$ cat src/rtl/mdm_pkg.sv
package mdm_pkg;

    localparam int CTRL_W = 6;
    localparam int LINE_W = 4;
    localparam int STAT_W = 2 * LINE_W;

    // Order matches status word bits [7:4] and [3:0]
    typedef struct packed {
        logic cd;
        logic ri;
        logic dsr;
        logic cts;
    } mdm_lines_t;

    typedef struct packed {
        logic flow;
        logic loop;
        logic aux2;
        logic aux1;
        logic rts;
        logic dtr;
    } mdm_ctrl_t;

endpackage

$ cat src/rtl/mdm_sync.sv
module mdm_sync #(
    parameter int   WIDTH   = 4,
    parameter int   STAGES  = 2,
    parameter logic RST_VAL = 1'b1
) (
    input  logic             clk,
    input  logic             rst_n,
    input  logic [WIDTH-1:0] d_in,
    output logic [WIDTH-1:0] q_out
);

    logic [STAGES-1:0][WIDTH-1:0] pipe_d, pipe_q;

    always_comb begin
        pipe_d[0] = d_in;
        for (int i = 1; i < STAGES; i++) begin
            pipe_d[i] = pipe_q[i-1];
        end
    end

    always_ff @(posedge clk or negedge rst_n) begin
        if (!rst_n) begin
            pipe_q <= {(STAGES*WIDTH){RST_VAL}};
        end else begin
            pipe_q <= pipe_d;
        end
    end

    assign q_out = pipe_q[STAGES-1];

endmodule

$ cat src/rtl/mdm_ctrl_reg.sv
module mdm_ctrl_reg
    import mdm_pkg::*;
(
    input  logic       clk,
    input  logic       rst_n,
    input  logic       wr,
    input  mdm_ctrl_t  wdata,
    output mdm_ctrl_t  ctrl,
    output mdm_lines_t lb_lines,
    output logic       dtr_n,
    output logic       rts_n,
    output logic       aux1_n,
    output logic       aux2_n,
    output logic       auto_rts,
    output logic       auto_cts
);

    mdm_ctrl_t ctrl_d, ctrl_q;

    always_comb begin
        ctrl_d = ctrl_q;
        if (wr) begin
            ctrl_d = wdata;
        end
    end

    always_ff @(posedge clk or negedge rst_n) begin
        if (!rst_n) begin
            ctrl_q <= '0;
        end else begin
            ctrl_q <= ctrl_d;
        end
    end

    assign ctrl = ctrl_q;

    // Loopback routing of control bits onto status levels
    always_comb begin
        lb_lines.cd  = ctrl_q.aux2;
        lb_lines.ri  = ctrl_q.aux1;
        lb_lines.dsr = ctrl_q.dtr;
        lb_lines.cts = ctrl_q.rts;
    end

    // Pins parked inactive (high) in loopback
    assign dtr_n  = ctrl_q.loop | ~ctrl_q.dtr;
    assign rts_n  = ctrl_q.loop | ~ctrl_q.rts;
    assign aux1_n = ctrl_q.loop | ~ctrl_q.aux1;
    assign aux2_n = ctrl_q.loop | ~ctrl_q.aux2;

    assign auto_cts = ctrl_q.flow;
    assign auto_rts = ctrl_q.flow & ctrl_q.rts;

    assert_loop_pins_idle_R9: assert property (@(posedge clk) disable iff (!rst_n)
        ctrl_q.loop |-> (dtr_n && rts_n && aux1_n && aux2_n));

    assert_auto_rts_needs_cts_R10: assert property (@(posedge clk) disable iff (!rst_n)
        auto_rts |-> auto_cts);

    assert_write_loads_R11: assert property (@(posedge clk) disable iff (!rst_n)
        wr |=> (ctrl_q == $past(wdata)));

endmodule

$ cat src/rtl/mdm_status.sv
module mdm_status
    import mdm_pkg::*;
(
    input  logic              clk,
    input  logic              rst_n,
    input  mdm_lines_t        ext_lines,
    input  mdm_lines_t        lb_lines,
    input  logic              loop_en,
    input  logic              flow_en,
    input  logic              rd,
    input  logic              irq_en,
    output logic [STAT_W-1:0] stat,
    output logic              irq
);

    typedef struct packed {
        mdm_lines_t lvl;
        mdm_lines_t chg;
    } stat_st_t;

    stat_st_t   st_d, st_q;
    mdm_lines_t evt;

    always_comb begin
        st_d.lvl = loop_en ? lb_lines : ext_lines;
        evt.cd   = st_q.lvl.cd  ^ st_d.lvl.cd;
        evt.dsr  = st_q.lvl.dsr ^ st_d.lvl.dsr;
        evt.cts  = st_q.lvl.cts ^ st_d.lvl.cts;
        evt.ri   = st_q.lvl.ri  & ~st_d.lvl.ri;
        // A read drops old flags; an event at the same edge survives
        st_d.chg = (rd ? '0 : st_q.chg) | evt;
    end

    always_ff @(posedge clk or negedge rst_n) begin
        if (!rst_n) begin
            st_q <= '0;
        end else begin
            st_q <= st_d;
        end
    end

    assign stat = st_q;
    assign irq  = irq_en & (st_q.chg.cd | st_q.chg.ri | st_q.chg.dsr
                          | (st_q.chg.cts & ~flow_en));

    assert_read_clears_R5: assert property (@(posedge clk) disable iff (!rst_n)
        (rd && (st_d.lvl == st_q.lvl)) |=> (st_q.chg == '0));

    assert_flags_sticky_R3: assert property (@(posedge clk) disable iff (!rst_n)
        !rd |=> ((st_q.chg & $past(st_q.chg)) == $past(st_q.chg)));

    assert_ri_trailing_only_R4: assert property (@(posedge clk) disable iff (!rst_n)
        $rose(st_q.chg.ri) |-> ($past(st_q.lvl.ri) && !st_q.lvl.ri));

    assert_flow_masks_cts_R7: assert property (@(posedge clk) disable iff (!rst_n)
        (flow_en && !st_q.chg.cd && !st_q.chg.ri && !st_q.chg.dsr) |-> !irq);

    assert_irq_needs_enable_R6: assert property (@(posedge clk) disable iff (!rst_n)
        !irq_en |-> !irq);

endmodule

$ cat src/rtl/mdm_link_ctl.sv
module mdm_link_ctl
    import mdm_pkg::*;
#(
    parameter int SYNC_STAGES = 2
) (
    input  logic              clk,
    input  logic              rst_n,
    input  logic              ctrl_wr,
    input  logic [CTRL_W-1:0] ctrl_wdata,
    output logic [CTRL_W-1:0] ctrl_rdata,
    input  logic              stat_rd,
    output logic [STAT_W-1:0] stat_rdata,
    input  logic              stat_irq_en,
    output logic              stat_irq,
    input  logic              cts_n_in,
    input  logic              dsr_n_in,
    input  logic              ri_n_in,
    input  logic              cd_n_in,
    output logic              dtr_n_out,
    output logic              rts_n_out,
    output logic              aux1_n_out,
    output logic              aux2_n_out,
    output logic              auto_rts_en,
    output logic              auto_cts_en
);

    mdm_ctrl_t         ctrl;
    mdm_lines_t        lb_lines;
    mdm_lines_t        ext_lines;
    logic [LINE_W-1:0] pins_sync;

    mdm_sync #(
        .WIDTH   (LINE_W),
        .STAGES  (SYNC_STAGES),
        .RST_VAL (1'b1)
    ) u_sync (
        .clk   (clk),
        .rst_n (rst_n),
        .d_in  ({cd_n_in, ri_n_in, dsr_n_in, cts_n_in}),
        .q_out (pins_sync)
    );

    assign ext_lines = mdm_lines_t'(~pins_sync);

    mdm_ctrl_reg u_ctrl (
        .clk      (clk),
        .rst_n    (rst_n),
        .wr       (ctrl_wr),
        .wdata    (mdm_ctrl_t'(ctrl_wdata)),
        .ctrl     (ctrl),
        .lb_lines (lb_lines),
        .dtr_n    (dtr_n_out),
        .rts_n    (rts_n_out),
        .aux1_n   (aux1_n_out),
        .aux2_n   (aux2_n_out),
        .auto_rts (auto_rts_en),
        .auto_cts (auto_cts_en)
    );

    mdm_status u_stat (
        .clk       (clk),
        .rst_n     (rst_n),
        .ext_lines (ext_lines),
        .lb_lines  (lb_lines),
        .loop_en   (ctrl.loop),
        .flow_en   (ctrl.flow),
        .rd        (stat_rd),
        .irq_en    (stat_irq_en),
        .stat      (stat_rdata),
        .irq       (stat_irq)
    );

    assign ctrl_rdata = ctrl;

endmodule

$ cat config.mk
export PLATFORM = sky130hd
export DESIGN_NAME = mdm_link_ctl
export DESIGN_NICKNAME = d
export VERILOG_FILES = /design/src/rtl/mdm_pkg.sv /design/src/rtl/mdm_sync.sv /design/src/rtl/mdm_ctrl_reg.sv /design/src/rtl/mdm_status.sv /design/src/rtl/mdm_link_ctl.sv
export SDC_FILE = /design/constraint.sdc
export NUM_CORES = 1
export LEC_CHECK = 0
export BUFFER_PORTS_ARGS = -buffer_cell sky130_fd_sc_hd__clkbuf_2
export CORE_MARGIN = 4
export CORE_UTILIZATION = 45
export CTS_BUF_LIST = sky130_fd_sc_hd__clkbuf_2
export DETAILED_ROUTE_END_ITERATION = 6
export PLACE_DENSITY = 0.76
export SLEW_MARGIN = 15
export SYNTH_ARGS = -nofsm -noshare
export SYNTH_HDL_FRONTEND = slang
export SYNTH_SLANG_ARGS = --single-unit
$ cat constraint.sdc
create_clock -name clk -period 1.4 [get_ports clk]
set_clock_uncertainty 0.2 [all_clocks]
set_input_delay 0.14 -clock clk [delete_from_list [all_inputs] [get_ports clk]]
set_output_delay 0.14 -clock clk [all_outputs]
set_load 0.03 [all_outputs]
==> run_results.csv <==
group,metric,value,unit
global_routing,track_usage,17.5,%
worst_setup_path,critPathMaxFanout,3,
pwr,p_leak,0.681,nW
placed_design,dp_cells,121,
layout,layout_commonest_cell,"clkbuf_2",
logic_synthesis,yosys_warnings,0,
pwr,peakVddDrop,0.907,mV
cts,h-tree-depth,1,
layout,num-nets-final,138,
placed_design,gp_congestion,0.671,
cts,cts_tree,"yes",
layout,antennaDiodeCount,0,
routing,first_iter_violations,5,
logic_synthesis,synthCells,65,
floorplanning,row_count,15,
job,maxCapViolCount,0,
placed_design,numPortBuffers,35,
worst_setup_path,required,1.06,ns
global_routing,grt_max_degree,23,
sta,fmax,582,MHz
logic_synthesis,synth_top_area_cell,"dfrtp_1",
cts,cts_root_buffer,"clkbuf_2",
floorplanning,fp.dieH,52.0,um
worst_setup_path,crit_type,"flip-flop to output port",
worst_setup_path,r2r_slack,-0.04,ns
layout,area_growth,66.3,%
global_routing,grt_pass1_vias,738,
pwr,clock_power_share,25.1,%
routing,wire_per_inst,13.7,um
floorplanning,core_area,1780,um2
logic_synthesis,synth-seq-area-share,64.3,%
placed_design,hpwl,1.19,mm
pwr,p_switching,0.534,mW
worst_setup_path,worstPathArrival,1.38,ns
cts,cts.sinks,22,
layout,regArea,564,um2
pwr,swShare,30.7,%
layout,mostFrequentLayoutCells,"clkbuf_2, dlygate4sd3_1, dfrtp_1, dfstp_2, nor2b_1",
worst_setup_path,ff2ff_path_depth,4,
logic_synthesis,netlist.area_leader.share,40.2,%
global_routing,grt_overflow,0,
sta,hold_violations,0,
floorplanning,die_area,2710,um2
sta,rsz0062_at_grt,"yes",
worst_setup_path,critPathCaptureType,"output port",
pwr,seqPwrFrac,44.4,%
status,outcome,"finished with violations",
cts,cts-buffers-inserted,3,
routing,viasPerCell,4.56,
worst_setup_path,rr_startpoint,"u_ctrl.ctrl[4]$_DFFE_PN0P_",
floorplanning,fp.dieW,52.0,um
sta,finalSetupTns,-0.788,ns
routing,wirelength,2.02,mm
hold_path,hold_class,"input port to asynchronous set/reset pin",
logic_synthesis,syn_area_per_cell,13.4,um2
logic_synthesis,syn_nets,80,
logic_synthesis,synthesis.area,872,um2
floorplanning,start_util,48.9,%
pwr,comb_power_share,30.5,%
logic_synthesis,synthDistinctLibCells,18,
sta,period_needed,1.72,ns
routing,drc_errors,0,
pwr,p_int,1.21,mW
cts,clk_path_buf_depth,2,
routing,antenna_left,0,
sta,setup_ws,-0.318,ns
sta,drv_slew,0,
pwr,p_total,1.74,mW
routing,first_pass_iters,4,
sta,slew-limit-headroom,66.3,%
worst_setup_path,r2r-end,"u_stat.stat[3]$_DFF_PN0_",
global_routing,antenna_found_initial,0,
status,failed_checks,"setup timing",
worst_setup_path,startpoint_type,"flip-flop",
logic_synthesis,synth_area_leaders,"dfrtp_1, dfstp_2, mux2i_4, nor2b_1, mux2i_1",
cts,path_clk_slew,0.20,ns
layout,multi_input_area,312,um2
layout,layoutNonFillerInstCount,147,
routing,num_vias,670,
logic_synthesis,ys_ff_latch,22,
pwr,power_density,1200,nW/um2
floorplanning,ios,36,
sta,setup_viol,7,
layout,drive_above_1_share,54.1,%
layout,fillCellCount,98,
sta,post-route-period-util,123,%
sta,tightestPinTransition,0.505,ns
cts,clock_latency,0.33,ns
global_routing,grt_pass1_wl,3.35,mm
==> layer usage <==
metal	up-vias	part of all wire (%)	wire length (um)	track usage, %
met2	29	49	991	28.7
met4	0	2.0	41	9.17
met3	5	6.9	139	4.01
li1	320	-	-	-
met5	-	0	0	0
met1	316	42	844	21.2
==> logic make-up after synthesis <==
logic type,after synthesis,synth area share [%]
buf+inv,9,5.74
compound gates,6,4.73
simple gates,19,11.6
mux,9,13.6
flops,22,64.3
==> timing repair <==
action	CTS	global route
cloned	0	0
hold endpoints to repair	36	0
setup endpoints to repair	10	18
buffers inserted	4	1
gates resized for setup	22	29
hold buffers	17	0
==> cells in the mapped netlist (all sizes together) <==
master and count:
nand2 4, nor2b 7, inv 5, o41a 1
nor2 3, o21ai 4, dfrtp 14, dfstp 8
and2 1, mux2i 6, mux2 3, buf 4
o22ai 1, nand2b 4
==> power by group through the flow <==
stage	Combinational, mW	Clock (mW)	Sequential [mW]
after global placement	0.376	0	0.776
after global routing	0.564	0.485	0.785
after CTS	0.488	0.445	0.769
after floorplan	0.180	0	0.864
after detailed placement	0.380	0	0.781
final	0.531	0.437	0.774
==> worst max path at each step <==
stage	from	to	slack, ns	cells after the start
floorplan	u_stat.stat[0]$_DFF_PN0_	stat_irq	-0.03	2
global route	u_stat.stat[0]$_DFF_PN0_	stat_irq	-0.42	3
finish	u_stat.stat[0]$_DFF_PN0_	stat_irq	-0.32	3
CTS	u_stat.stat[0]$_DFF_PN0_	stat_irq	-0.33	3
global placement	u_ctrl.ctrl[4]$_DFFE_PN0P_	u_stat.stat[1]$_DFF_PN0_	0.006	2
detailed placement	u_ctrl.ctrl[4]$_DFFE_PN0P_	u_stat.stat[1]$_DFF_PN0_	-0.03	2
==> layout make-up <==
| cell class | instances | area share, % |
|---|---|---|
| Clock buffer | 3 | 1.04 |
| Clock inverter | 1 | 2.07 |
| Tap cell | 25 | 2.16 |
| Inverter | 5 | 1.29 |
| Multi-Input combinational cell | 34 | 21.5 |
| Sequential cell | 22 | 38.9 |
| Timing Repair Buffer | 57 | 33.0 |
==> flip-flops by register name, indices dropped and copies added (netlist names) <==
| register | count |
|---|---|
| u_sync.pipe_d | 4 |
| u_stat.stat | 8 |
| u_sync.q_out | 4 |
| u_ctrl.ctrl | 5 |
| u_ctrl.auto_cts | 1 |
==> through the flow <==
step	setup WS (ns)	util, %	instance area, um2	hold slack [ns]
floorplan	-0.0343	-	872	-0.356
finish	-0.318	81.3	1450	0.0737
detailed placement	-0.0289	58.7	1050	-0.0618
global route	-0.417	81.3	1450	0.0855
CTS	-0.334	77.7	1390	0.0796
global placement	0.00554	58.7	1050	-0.0636
==> worst max-delay path, stage by stage, from the launching register on <==
cell	delay, ns
dfrtp_1	0.44
nor2b_1	0.13
o41a_1	0.31
clkbuf_8	0.17
Power figures use the tool's default switching activity.
